File: src/rtl/nic_irq_pkg.sv
package nic_irq_pkg;
  localparam int NSRC = 8;

  localparam int B_RX     = 0;
  localparam int B_TX     = 1;
  localparam int B_TXEMP  = 2;
  localparam int B_ALLOC  = 3;
  localparam int B_OVR    = 4;
  localparam int B_PHY    = 5;
  localparam int B_ERX    = 6;
  localparam int B_TXIDLE = 7;

  // 1 = latched event bit, 0 = level bit
  localparam logic [NSRC-1:0] LATCH_MAP = 8'b0111_1011;

  typedef logic [NSRC-1:0] src_vec_t;

  function automatic src_vec_t pack_sources(
    input logic rx, input logic tx, input logic txemp, input logic alloc,
    input logic ovr, input logic phy, input logic erx, input logic busy);
    src_vec_t v;
    v           = '0;
    v[B_RX]     = rx;
    v[B_TX]     = tx;
    v[B_TXEMP]  = txemp;
    v[B_ALLOC]  = alloc;
    v[B_OVR]    = ovr;
    v[B_PHY]    = phy;
    v[B_ERX]    = erx;
    v[B_TXIDLE] = ~busy;
    return v;
  endfunction

  function automatic logic any_enabled(input src_vec_t stat, input src_vec_t en);
    return |(stat & en);
  endfunction
endpackage

File: src/rtl/nic_irq_decode.sv
module nic_irq_decode
  import nic_irq_pkg::*;
#(
  parameter int ADDR_W = 4,
  parameter logic [ADDR_W-1:0] STAT_OFS = 4'hC,
  parameter logic [ADDR_W-1:0] MASK_OFS = 4'hD
) (
  input  logic [ADDR_W-1:0] addr,
  input  logic              wr,
  input  src_vec_t          wdata,
  input  src_vec_t          stat,
  input  src_vec_t          mask,
  output src_vec_t          ack_vec,
  output logic              mask_wr,
  output src_vec_t          rdata
);
  logic hit_stat, hit_mask;
  assign hit_stat = (addr == STAT_OFS);
  assign hit_mask = (addr == MASK_OFS);

  assign ack_vec = (wr && hit_stat) ? wdata : '0;
  assign mask_wr = wr && hit_mask;

  always_comb begin
    rdata = '0;
    if (hit_stat)      rdata = stat;
    else if (hit_mask) rdata = mask;
  end
endmodule

File: src/rtl/nic_irq_status.sv
module nic_irq_status
  import nic_irq_pkg::*;
#(
  parameter logic [NSRC-1:0] KIND = LATCH_MAP
) (
  input  logic     clk,
  input  logic     rst_n,
  input  src_vec_t src,
  input  src_vec_t ack,
  output src_vec_t stat
);
  for (genvar i = 0; i < NSRC; i++) begin : g_bit
    always_ff @(posedge clk) begin
      if (!rst_n) stat[i] <= 1'b0;
      else        stat[i] <= KIND[i] ? ((stat[i] & ~ack[i]) | src[i]) : src[i];
    end
  end
endmodule

File: src/rtl/nic_irq_mask.sv
module nic_irq_mask
  import nic_irq_pkg::*;
(
  input  logic     clk,
  input  logic     rst_n,
  input  logic     wr,
  input  src_vec_t din,
  output src_vec_t q
);
  always_ff @(posedge clk) begin
    if (!rst_n)  q <= '0;
    else if (wr) q <= din;
  end
endmodule

File: src/rtl/nic_irq_regs.sv
module nic_irq_regs
  import nic_irq_pkg::*;
#(
  parameter int ADDR_W = 4,
  parameter logic [ADDR_W-1:0] STAT_OFS = 4'hC,
  parameter logic [ADDR_W-1:0] MASK_OFS = 4'hD
) (
  input  logic              clk,
  input  logic              rst_n,
  input  logic [ADDR_W-1:0] reg_addr,
  input  logic              reg_wr,
  input  logic [NSRC-1:0]   reg_wdata,
  output logic [NSRC-1:0]   reg_rdata,
  input  logic              ev_rx,
  input  logic              ev_tx,
  input  logic              ev_alloc,
  input  logic              ev_rx_ovr,
  input  logic              ev_phy,
  input  logic              ev_early_rx,
  input  logic              tx_fifo_empty,
  input  logic              tx_busy,
  output logic              irq
);
  src_vec_t src_vec, ack_vec, stat_q, mask_q, mask_din;
  logic     mask_wr;

  assign src_vec  = pack_sources(ev_rx, ev_tx, tx_fifo_empty, ev_alloc,
                                 ev_rx_ovr, ev_phy, ev_early_rx, tx_busy);
  assign mask_din = reg_wdata;

  nic_irq_decode #(.ADDR_W(ADDR_W), .STAT_OFS(STAT_OFS), .MASK_OFS(MASK_OFS)) u_dec (
    .addr(reg_addr), .wr(reg_wr), .wdata(reg_wdata), .stat(stat_q), .mask(mask_q),
    .ack_vec(ack_vec), .mask_wr(mask_wr), .rdata(reg_rdata));

  nic_irq_status #(.KIND(LATCH_MAP)) u_stat (
    .clk(clk), .rst_n(rst_n), .src(src_vec), .ack(ack_vec), .stat(stat_q));

  nic_irq_mask u_mask (
    .clk(clk), .rst_n(rst_n), .wr(mask_wr), .din(mask_din), .q(mask_q));

  assign irq = any_enabled(stat_q, mask_q);
endmodule

File: config.mk
export PLATFORM = sky130hd
export DESIGN_NAME = nic_irq_regs
export DESIGN_NICKNAME = d
export VERILOG_FILES = /design/src/rtl/nic_irq_pkg.sv /design/src/rtl/nic_irq_decode.sv /design/src/rtl/nic_irq_status.sv /design/src/rtl/nic_irq_mask.sv /design/src/rtl/nic_irq_regs.sv
export SDC_FILE = /design/constraint.sdc
export NUM_CORES = 1
export LEC_CHECK = 0
export CORE_UTILIZATION = 45
export CTS_BUF_LIST = sky130_fd_sc_hd__clkbuf_16
export DETAILED_ROUTE_END_ITERATION = 10
export DONT_BUFFER_PORTS = 1
export PLACE_DENSITY_LB_ADDON = 0.3
export SYNTH_ARGS = -nofsm -noshare
export SYNTH_HDL_FRONTEND = slang
export SYNTH_SLANG_ARGS = --single-unit
File: constraint.sdc
create_clock -name clk -period 2.7 [get_ports clk]
set_clock_uncertainty 0.1 [all_clocks]
set_input_delay 0.135 -clock clk [delete_from_list [all_inputs] [get_ports clk]]
set_output_delay 0.135 -clock clk [all_outputs]
set_load 0.01 [all_outputs]
==> flow_metrics.py <==
metrics = {
    "logic_synthesis": {
        "ys_seq_area_share_pct": 40.4,
        "synth_seq_cells": 16,
        "syn_area_um2": 792,
        "syn_area_per_cell_um2": 8.80,
        "ys_warn_count": 0,
        "ys_async_sr_fraction_pct": 0,
        "synth_edf_count": 0,
        "synthCells": 90,
        "synthesis.nets": 113,
        "ys_types": 17,
        "synth_top_area_cell": "dfxtp_1",
        "synth_area_leaders": "dfxtp_1 (40%), mux2i_1 (20%), nand2_1 (7.6%)",
        "ys.flop_type": "dfxtp_1",
        "synth.top_cell.area_share_pct": 40.4,
        "ys_top_cells_by_count": "dfxtp_1 (16), mux2i_1 (16), nand2_1 (16), nor2_1 (8)",
    },
    "setup_path": {
        "worst-path-max-fanout": 23,
        "max_stage_delay_ns": 0.99,
        "cp.required_ns": 2.78,
        "cp_cell_sequence": "dlygate4sd3_1 > and2_1 > dlygate4sd3_1",
        "start_kind": "primary input",
        "cp-end-kind": "register",
        "crit_top_cell": "dlygate4sd3_1",
        "worstPathArrival_ns": 1.91,
        "crit_slowest_cell": "dlygate4sd3_1",
        "critical_path_class": "primary input to register",
    },
    "route": {
        "routed_wirelength_um": 1920,
        "drt-met1-wl_um": 838,
        "avgViaCountPerCell": 5.94,
        "avgRoutedWirePerCell_um": 15.4,
        "met2WireLength_um": 962,
        "drt_pre_antenna_iters": 6,
        "antenna_left": 0,
        "dr_wl_met3_um": 99,
        "vias": 743,
        "maxUsedRoutingLayer": "met4",
        "drc": 0,
        "drtIter0Drc": 16,
    },
    "pwr": {
        "powerDensity_nw_per_um2": 557,
        "switching_share_pct": 19.9,
        "p_int_w": 0.000476,
        "p_switching_w": 0.000118,
        "ir_drop_v": 0.000325,
        "pwr-share-clk_pct": 47.5,
        "leakagePower_nw": 0.416,
        "pwr-share-comb_pct": 9.8,
        "p_seq_share_pct": 42.7,
    },
    "finish": {
        "fillers": 125,
        "antenna_cells": 0,
        "final_cells": 125,
        "final_core_util_pct": 67.6,
        "final_nets": 134,
        "drive_above_1_share_pct": 3.67,
        "synthToLayoutAreaGrowth_pct": 34.6,
    },
    "sta": {
        "hold_ws_ns": 0.0160,
        "grt_setup_unrepaired": "no",
        "final-hold-violation-count": 0,
        "tns_ns": 0,
        "slew_viol_final": 0,
        "fin_crit_sh_pct": 67.8,
        "period_needed_ns": 1.83,
        "setup_viol": 0,
        "fmax_mhz": 547,
        "worst_pin_slew_ns": 0.706,
        "maxSlewHeadroom_pct": 52.8,
    },
    "status": {
        "outcome": "finished clean",
    },
    "cts": {
        "clkSlewWorstSetupHoldPaths_ns": 0.05,
        "htreeDepth": 1,
        "max-clock-path-buffers": 2,
        "clock_sinks": 16,
        "cts_made_buffers": 3,
        "clkLatencyLatePin_ns": 0.24,
        "cts_setup_buffers": 0,
        "cts_tree": "done",
        "root_buffer": "clkbuf_16",
    },
    "floorplan": {
        "io_pins": 32,
        "die_w_um": 44.0,
        "die_h_um": 44.0,
        "initial_core_util_pct": 50.2,
        "dieArea_um2": 1930,
        "core_um2": 1580,
        "num_rows": 14,
    },
    "grt": {
        "grt.total_usage_pct": 22.9,
        "antenna_found_initial": 0,
        "grt_pass1_wl_um": 3190,
        "grt_pass1_vias": 726,
        "grt_overflow": 0,
        "grt_max_degree": 24,
    },
    "job": {
        "drv_cap": 0,
    },
    "min_path": {
        "hold_path_class": "primary input to register",
    },
    "placement": {
        "gp_congestion": 0.744,
        "portBuffers": 0,
        "dp_hpwl_um": 1130,
        "dp.cells": 100,
    },
}
-- per-layer routing --
layer	vias up	GRT usage, %
li1	353	-
met1	368	25.1
met2	20	41.2
met3	2	5.00
met4	0	11.5
met5	-	0
-- final timing paths --
check,cells after the start,slack [ns],startpoint,end
hold reg to reg,2,0.37,u_mask.q[7]$_SDFFE_PN0P_,u_mask.q[7]$_SDFFE_PN0P_
setup / recovery,3,0.87,rst_n,u_stat.stat[2]$_SDFF_PN0_
setup reg to reg,2,1.86,u_stat.stat[4]$_SDFF_PN0_,u_stat.stat[4]$_SDFF_PN0_
hold / removal,2,0.02,ev_rx,u_stat.stat[0]$_SDFF_PN0_
-- flip-flops by register name, indices dropped and copies added, names as in the netlist --
name / count
u_mask.q: 8
u_stat.stat: 8
-- worst max-delay path, delay by kind of cell --
family	cells	cell delay (ns)
buffers and inverters	2	1.55
and+or+nand+nor	1	0.22
-- per-stage QoR --
stage                     setup slack (ns)  area, um2  total power (W)
after floorplan                       1.62        792         0.000290
after global placement                1.54        771         0.000286
after detailed placement              1.50        771         0.000287
after CTS                            0.916       1070         0.000592
after global routing                 0.771       1070         0.000610
final                                0.871       1070         0.000594
-- cell type report --
cell class | instances | area (um2) | share of cell area [%]
repair buffers | 22 | 220 | 20.7
clock buffers | 3 | 75.1 | 7.04
flip-flops and latches | 16 | 320 | 30.0
well taps | 16 | 20.0 | 1.88
multi-input cells | 68 | 430 | 40.4
-- cell families (layout without fill, tap and decap cells) --
family / Yosys count / count (layout) / synth area share [%]
multiplexers: 16 / 16 / 20.2
buffers and inverters: 6 / 25 / 5.21
AND/OR/NAND/NOR: 36 / 36 / 22.8
flip-flops: 16 / 16 / 40.4
AO/OA/AOI/OAI: 16 / 16 / 11.4
-- power by group through the flow --
stage          Clock (W)  Combinational [W]  Sequential (W)
2_1_floorplan          0          0.0000342        0.000256
3_3_place_gp           0          0.0000287        0.000257
3_5_place_dp           0          0.0000290        0.000258
4_1_cts         0.000282          0.0000574        0.000253
5_1_grt         0.000291          0.0000646        0.000254
6_report        0.000282          0.0000581        0.000254
-- cells in the final DEF (no fill, tap or decap), drive strengths merged --
cell         synthesis  layout
nor3b                6       6
o21ai                6       6
nand4                1       1
and2                 2       2
and4b                1       1
dfxtp               16      16
a21oi                6       6
nand3b               1       1
dlygate4sd3          0      22
nand2               16      16
nor2b                1       1
nor2                 8       8
mux2i               16      16
clkbuf               3       3
a22oi                4       4
-- repair_timing --
item                      in CTS  in global routing
hold buffers                  22                  0
hold endpoints to repair      16                  0
gates resized for setup        0                  0
(Power assumes the default switching activity.)
